===== config.mk =====
export PLATFORM = sky130hd
export DESIGN_NAME = addr_ptr_unit
export DESIGN_NICKNAME = d
export VERILOG_FILES = /design/src/rtl/aptr_pkg.sv /design/src/rtl/aptr_range_chk.sv /design/src/rtl/aptr_seg_decode.sv /design/src/rtl/aptr_step_logic.sv /design/src/rtl/aptr_ro_mask.sv /design/src/rtl/addr_ptr_unit.sv
export SDC_FILE = /design/constraint.sdc
export NUM_CORES = 1
export LEC_CHECK = 0
export BUFFER_PORTS_ARGS = -buffer_cell sky130_fd_sc_hd__buf_2
export CAP_MARGIN = 20
export CORE_ASPECT_RATIO = 1.1
export CORE_MARGIN = 5
export CORE_UTILIZATION = 42
export CTS_BUF_LIST = sky130_fd_sc_hd__clkbuf_8
export CTS_CLUSTER_SIZE = 40
export DETAILED_ROUTE_END_ITERATION = 10
export HOLD_SLACK_MARGIN = 0.1
export PLACE_DENSITY = 0.69
export SETUP_SLACK_MARGIN = 0.2
export SLEW_MARGIN = 0
export SYNTH_ARGS = -nofsm -noshare
export SYNTH_HDL_FRONTEND = slang
export SYNTH_HIERARCHICAL = 1
export SYNTH_SLANG_ARGS = --single-unit

===== constraint.sdc =====
create_clock -name clk -period 2.6 [get_ports clk]
set_input_delay 0 -clock clk [delete_from_list [all_inputs] [get_ports clk]]
set_output_delay 0 -clock clk [all_outputs]
set_load 0.01 [all_outputs]

===== src/rtl/aptr_pkg.sv =====
package aptr_pkg;
   typedef enum logic [1:0] {
      SEG_NONE = 2'd0,
      SEG_CREG = 2'd1,
      SEG_UNV  = 2'd2,
      SEG_CNV  = 2'd3
   } aptr_seg_e;

   localparam int unsigned SEG_COUNT = 3;
endpackage


===== src/rtl/aptr_range_chk.sv =====
module aptr_range_chk #(
   parameter int unsigned ADDR_W = 8,
   parameter logic [ADDR_W-1:0] LO = '0,
   parameter logic [ADDR_W-1:0] HI = '1
) (
   input  logic [ADDR_W-1:0] addr,
   output logic              hit
);
   logic lo_ok;
   logic hi_ok;

   if (LO == '0) begin : g_lo_open
      assign lo_ok = 1'b1;
   end else begin : g_lo_cmp
      assign lo_ok = (addr >= LO);
   end

   if (HI == '1) begin : g_hi_open
      assign hi_ok = 1'b1;
   end else begin : g_hi_cmp
      assign hi_ok = (addr <= HI);
   end

   assign hit = lo_ok & hi_ok;
endmodule


===== src/rtl/aptr_seg_decode.sv =====
module aptr_seg_decode
   import aptr_pkg::*;
#(
   parameter int unsigned ADDR_W = 8,
   parameter logic [ADDR_W-1:0] REG_LO = 'h00,
   parameter logic [ADDR_W-1:0] REG_HI = 'h2F,
   parameter logic [ADDR_W-1:0] USR_LO = 'h40,
   parameter logic [ADDR_W-1:0] USR_HI = 'h7F,
   parameter logic [ADDR_W-1:0] NVC_LO = 'h80,
   parameter logic [ADDR_W-1:0] NVC_HI = 'h9F
) (
   input  logic [ADDR_W-1:0] addr,
   output aptr_seg_e         seg
);
   localparam logic [ADDR_W-1:0] LO_TAB [SEG_COUNT] = '{REG_LO, USR_LO, NVC_LO};
   localparam logic [ADDR_W-1:0] HI_TAB [SEG_COUNT] = '{REG_HI, USR_HI, NVC_HI};

   logic [SEG_COUNT-1:0] hits;

   for (genvar i = 0; i < int'(SEG_COUNT); i++) begin : g_seg
      aptr_range_chk #(
         .ADDR_W (ADDR_W),
         .LO     (LO_TAB[i]),
         .HI     (HI_TAB[i])
      ) i_chk (
         .addr (addr),
         .hit  (hits[i])
      );
   end

   always_comb begin
      seg = SEG_NONE;
      if (hits[0])      seg = SEG_CREG;
      else if (hits[1]) seg = SEG_UNV;
      else if (hits[2]) seg = SEG_CNV;
   end
endmodule


===== src/rtl/aptr_step_logic.sv =====
module aptr_step_logic
   import aptr_pkg::*;
#(
   parameter int unsigned ADDR_W = 8,
   parameter logic [ADDR_W-1:0] REG_HI = 'h2F,
   parameter logic [ADDR_W-1:0] USR_HI = 'h7F,
   parameter logic [ADDR_W-1:0] NVC_LO = 'h80,
   parameter logic [ADDR_W-1:0] NVC_HI = 'h9F,
   parameter bit USER_ROLLS = 1'b1
) (
   input  logic [ADDR_W-1:0] ptr,
   input  aptr_seg_e         seg,
   output logic [ADDR_W-1:0] nxt
);
   logic [ADDR_W-1:0] inc;
   logic [ADDR_W-1:0] usr_end;

   assign inc = ptr + ADDR_W'(1);

   if (USER_ROLLS) begin : g_roll
      assign usr_end = NVC_LO;
   end else begin : g_hold
      assign usr_end = ptr;
   end

   always_comb begin
      nxt = ptr;
      unique case (seg)
         SEG_CREG: nxt = (ptr == REG_HI) ? ptr : inc;
         SEG_UNV:  nxt = (ptr == USR_HI) ? usr_end : inc;
         SEG_CNV:  nxt = (ptr == NVC_HI) ? ptr : inc;
         default:  nxt = ptr;
      endcase
   end
endmodule


===== src/rtl/aptr_ro_mask.sv =====
module aptr_ro_mask #(
   parameter int unsigned ADDR_W = 8,
   parameter logic [ADDR_W-1:0] RO_ADDR = 'h2F,
   parameter bit RO_EN = 1'b1
) (
   input  logic [ADDR_W-1:0] ptr,
   output logic              inhibit
);
   if (RO_EN) begin : g_mask
      assign inhibit = (ptr == RO_ADDR);
   end else begin : g_open
      logic unused_ok;
      assign unused_ok = ^ptr;
      assign inhibit   = 1'b0 & unused_ok;
   end
endmodule


===== src/rtl/addr_ptr_unit.sv =====
module addr_ptr_unit
   import aptr_pkg::*;
#(
   parameter int unsigned ADDR_W = 8,
   parameter logic [ADDR_W-1:0] REG_LO = 'h00,
   parameter logic [ADDR_W-1:0] REG_HI = 'h2F,
   parameter logic [ADDR_W-1:0] USR_LO = 'h40,
   parameter logic [ADDR_W-1:0] USR_HI = 'h7F,
   parameter logic [ADDR_W-1:0] NVC_LO = 'h80,
   parameter logic [ADDR_W-1:0] NVC_HI = 'h9F,
   parameter logic [ADDR_W-1:0] RO_ADDR = 'h2F,
   parameter bit USER_ROLLS = 1'b1,
   parameter bit RO_EN = 1'b1,
   parameter logic [ADDR_W-1:0] RESET_ADDR = 'h00
) (
   input  logic              clk,
   input  logic              rst_n,
   input  logic              preset_en,
   input  logic [ADDR_W-1:0] preset_addr,
   input  logic              wr_step,
   input  logic              rd_step,
   output logic              preset_ok,
   output logic [ADDR_W-1:0] ptr_addr,
   output logic [1:0]        ptr_seg,
   output logic              ptr_valid,
   output logic              wr_inhibit,
   output logic [ADDR_W-1:0] ptr_next
);
   localparam logic [ADDR_W-1:0] R2F = RO_ADDR;

   if (ADDR_W < 2) begin : g_bad_w
      $error("addr_ptr_unit: ADDR_W too small");
   end
   if (!(REG_LO <= REG_HI && REG_HI < USR_LO && USR_LO <= USR_HI &&
         USR_HI < NVC_LO && NVC_LO <= NVC_HI)) begin : g_bad_map
      $error("addr_ptr_unit: segments must be ordered and disjoint");
   end
   if (USER_ROLLS && (NVC_LO != USR_HI + ADDR_W'(1))) begin : g_bad_roll
      $error("addr_ptr_unit: roll-over needs adjacent segments");
   end

   logic [ADDR_W-1:0] ptr_q;
   logic [ADDR_W-1:0] step_val;
   aptr_seg_e         cur_seg;
   aptr_seg_e         req_seg;
   logic              step;

   aptr_seg_decode #(
      .ADDR_W (ADDR_W), .REG_LO (REG_LO), .REG_HI (REG_HI),
      .USR_LO (USR_LO), .USR_HI (USR_HI), .NVC_LO (NVC_LO), .NVC_HI (NVC_HI)
   ) i_req_dec (
      .addr (preset_addr),
      .seg  (req_seg)
   );

   aptr_seg_decode #(
      .ADDR_W (ADDR_W), .REG_LO (REG_LO), .REG_HI (REG_HI),
      .USR_LO (USR_LO), .USR_HI (USR_HI), .NVC_LO (NVC_LO), .NVC_HI (NVC_HI)
   ) i_cur_dec (
      .addr (ptr_q),
      .seg  (cur_seg)
   );

   aptr_step_logic #(
      .ADDR_W (ADDR_W), .REG_HI (REG_HI), .USR_HI (USR_HI),
      .NVC_LO (NVC_LO), .NVC_HI (NVC_HI), .USER_ROLLS (USER_ROLLS)
   ) i_step (
      .ptr (ptr_q),
      .seg (cur_seg),
      .nxt (step_val)
   );

   aptr_ro_mask #(
      .ADDR_W (ADDR_W), .RO_ADDR (RO_ADDR), .RO_EN (RO_EN)
   ) i_ro (
      .ptr     (ptr_q),
      .inhibit (wr_inhibit)
   );

   assign step      = wr_step | rd_step;
   assign preset_ok = (req_seg != SEG_NONE);

   always_ff @(posedge clk or negedge rst_n) begin
      if (!rst_n) begin
         ptr_q <= RESET_ADDR;
      end else if (preset_en) begin
         if (preset_ok) ptr_q <= preset_addr;
      end else if (step) begin
         ptr_q <= step_val;
      end
   end

   assign ptr_addr  = ptr_q;
   assign ptr_seg   = cur_seg;
   assign ptr_valid = (cur_seg != SEG_NONE);
   assign ptr_next  = step_val;

   // legal preset loads
   a_r3_preset_load: assert property (@(posedge clk) disable iff (!rst_n)
      preset_en && preset_ok |=> ptr_addr == $past(preset_addr));

   // rejected preset holds, steps ignored
   a_r4_reject_hold: assert property (@(posedge clk) disable iff (!rst_n)
      preset_en && !preset_ok |=> $stable(ptr_addr));

   // saturating ends
   a_r6_saturate: assert property (@(posedge clk) disable iff (!rst_n)
      !preset_en && step && (ptr_addr == REG_HI || ptr_addr == NVC_HI) |=> $stable(ptr_addr));

   // user segment rolls into configuration nonvolatile segment
   a_r7_roll: assert property (@(posedge clk) disable iff (!rst_n)
      USER_ROLLS && !preset_en && step && ptr_addr == USR_HI |=> ptr_addr == NVC_LO);

   // the advertised next value is what a step produces
   a_r9_next_match: assert property (@(posedge clk) disable iff (!rst_n)
      !preset_en && step |=> ptr_addr == $past(ptr_next));

   // pointer never leaves the map
   a_r12_stay_valid: assert property (@(posedge clk) disable iff (!rst_n)
      ptr_valid);

   // read-only location flag
   a_r8_ro_flag: assert property (@(posedge clk) disable iff (!rst_n)
      RO_EN && wr_inhibit |-> ptr_addr == R2F && ptr_seg == 2'd1);
endmodule


==> flow_summary_export.csv <==
group,metric,value,unit
floorplan,die-area,3342,um^2
power,vdd_ir_drop_max,0.7211,mV
placement,place_congestion,0.8248,
synth,yosysMostFrequentCell,"mux2i_1",
setup_path,endpoint_kind,"output pin",
setup_path,slowest_stage,"dfrtp_1",
routing,num_vias,896,
synth,synth-seq-cells,8,
clock_network,cts_made_buffers,3,
global_route,grt_use_total,0.1537,
global_route,grtUsageMet3,0.02592,
sta,max_freq,448.3,MHz
clock_network,clk_latency,0.23,ns
global_route,grt_pass1_wl,4.126,mm
setup_path,path_cells,"nor3b_2, nor2_1, nor2_1, and4bb_2, nand2_1, o22ai_1, mux2_2, buf_2",
sta,setup_violations,0,
routing,dr.first_iter.drc_count,14,
layout,nets,154,
worst_hold_path,hold_class,"primary input to register",
synth,syn-instance-count,100,
setup_path,startpoint,"ptr_addr[5]",
setup_path,crit_type,"register to output pin",
setup_path,r2r_start,"ptr_addr[5]",
floorplan,die_x,55.58,um
global_route,grt_pass1_vias,855,
floorplan,dieHeight,60.14,um
clock_network,clk_pin_slew_worst_paths,0.04,ns
floorplan,coreArea,2207,um^2
layout,area_growth,28.42,%
synth,yosysTopAreaCell,"mux2i_1",
sta,layout_min_cycle_time,2.230,ns
sta,fin_tns_setup,0,ns
clock_network,cts_tree,"built",
setup_path,cp_max_fo,14,
setup_path,crit_path_start_kind,"register",
global_route,grt-ovfl-total,0,
synth,synth_area_leaders,"mux2i_1 (27%), dfrtp_1 (21%), nor2_1 (3.5%)",
routing,wirelength,2.456,mm
synth,synth_nets,114,
global_route,busiest_layer,"met2",
power,powerDensity,1289,nW/um^2
setup_path,cp.arrival,2.23,ns
synth,syn_area,959.7,um^2
synth,synth_cell_types,39,
synth,synth-main-ff-cell,"dfrtp_1",
routing,first_pass_iters,6,
global_route,antenna_found_initial,0,
routing,via_per_inst,5.302,
sta,tightest_slew,0.4305,ns
layout,largest_reg_flops,8,
sta,hold_violations,0,
sta,grt_setup_unrepaired,"no",
placement,io_buffers,33,
sta,skew,0.005317,ns
worst_hold_path,worstHoldStart,"preset_addr[4]",
synth,synth.yosys.seq_area_share,0.2086,
synth,avgSynthCellArea,9.597,um^2
setup_path,crit_top_cell,"nor2_1",
clock_network,cts-root-buf,"clkbuf_8",
clock_network,postCtsSetupRepairBufs,0,
setup_path,critPathMaxStageDelay,0.53,ns
floorplan,initial_core_util,0.4348,
flow_run,maxCapViolations,0,
synth,synth_edf_count,0,
clock_network,h-tree-depth,1,
power,cellLeakagePower,0.0005838,uW
clock_network,clockBufferDepth,2,
sta,finalMaxSlewViolations,0,
sta,slew_headroom,0.7130,
global_route,grt.met2_usage,0.2669,
synth,ys_top_cells_by_count,"mux2i_1 (26), nor2_1 (9), dfrtp_1 (8), nand2_1 (7)",
layout,num_antenna_cells,0,
routing,drt-wirelength-per-cell,14.53,um
synth,async_flop_share,1.000,
placement,dpl_cell_area,1146,um^2
routing,antenna_left,0,
clock_network,cts_sinks,8,
floorplan,io_pins,34,
run_status,outcome,"completed",
routing,drc_errors,0,
layout,finalCoreUtilization,0.5584,
global_route,grt_max_degree,15,
sta,post-route-period-util,0.8579,
floorplan,core.rowCount,18,
global_route,grt_util_met1,0.1848,
synth,yosysWarningCount,6,
layout,stdcell_area,1232,um^2
synth,post-synth-top-area-fraction,0.2712,
setup_path,required,2.60,ns
placement,place_hpwl,1.863,mm
layout,layout-drive-gt1-share,0.4029,
[power breakdown]
part | internal [uW] | switching (uW) | total [uW]
Combinational | 508 | 570 | 1080
Clock | 102 | 52.0 | 154
Sequential | 188 | 169 | 357
Total | 798 | 790 | 1590
[metrics by stage]
stage / hold slack, ns / cells / worst slack (ns) / power (uW)
3_3_place_gp: -0.1484 / 161 / 0.4575 / 1414
2_1_floorplan: -0.2956 / 100 / 0.2305 / 1077
4_1_cts: 0.1028 / 169 / 0.3168 / 1595
6_report: 0.09698 / 169 / 0.3696 / 1589
5_1_grt: 0.1383 / 169 / 0.2145 / 1715
3_5_place_dp: -0.1475 / 161 / 0.3702 / 1429
[area by class of cell]
class / instances / area, um^2
sequential: 8 / 202.7
fill: 229 / 974.7
inverter: 3 / 11.26
clock buffer: 3 / 41.29
tap: 30 / 37.54
timing repair buffer: 39 / 220.2
multi-input combinational: 85 / 715.7
clock inverter: 1 / 3.754
[per-layer routing]
layer | vias to the layer above | wire [um]
met5 | - | 0
met4 | 0 | 59
met3 | 8 | 110
met2 | 22 | 1221
met1 | 417 | 1064
li1 | 449 | -
[worst max-delay path, delay by kind of cell, from the launching register on]
kind | cells | cell delay [ns]
muxes | 1 | 0.24
DFF | 1 | 0.53
AOI/OAI and AO/OA | 1 | 0.29
buffers and inverters | 1 | 0.13
and+or+nand+nor | 5 | 0.81
[cells by family after synthesis]
| kind of cell | Yosys count | share of synthesized area |
|---|---|---|
| AO/OA/AOI/OAI | 17 | 0.1460 |
| XOR/XNOR | 4 | 0.03651 |
| adder cells (fa/ha/maj) | 1 | 0.01304 |
| buffers and inverters | 7 | 0.04562 |
| flip-flops | 8 | 0.2086 |
| multiplexers | 27 | 0.2829 |
| AND/OR/NAND/NOR | 36 | 0.2673 |
[repair_timing]
action,4_1_cts,5_1_grt
gates resized for setup,0,1
hold buffers,4,0
setup endpoints to repair,0,4
hold endpoints to repair,11,0
[final timing paths]
| kind | endpoint | slack [ns] | cells after the start |
|---|---|---|---|
| worst min register to register | ptr_addr[0] | 0.72 | 2 |
| worst max register to register | ptr_addr[0] | 0.42 | 7 |
| min in group asynchronous | ptr_addr[5] | 0.14 | 2 |
| max in group asynchronous | ptr_addr[6] | 2.28 | 2 |
| worst max-delay path | ptr_next[0] | 0.37 | 8 |
| worst min-delay path | ptr_addr[4] | 0.1 | 3 |
[layout by cell type (no fill, tap or decap), types with 3 or more instances in the layout]
master / Yosys / routed
buf_2: 1 / 33
clkbuf_8: 0 / 3
dfrtp_1: 8 / 6
dlygate4sd3_1: 0 / 4
inv_1: 2 / 3
mux2i_1: 26 / 26
nand2_1: 7 / 7
nor2_1: 9 / 9
o22ai_1: 3 / 3
xnor2_1: 3 / 3
Power figures use the tool's default switching activity.
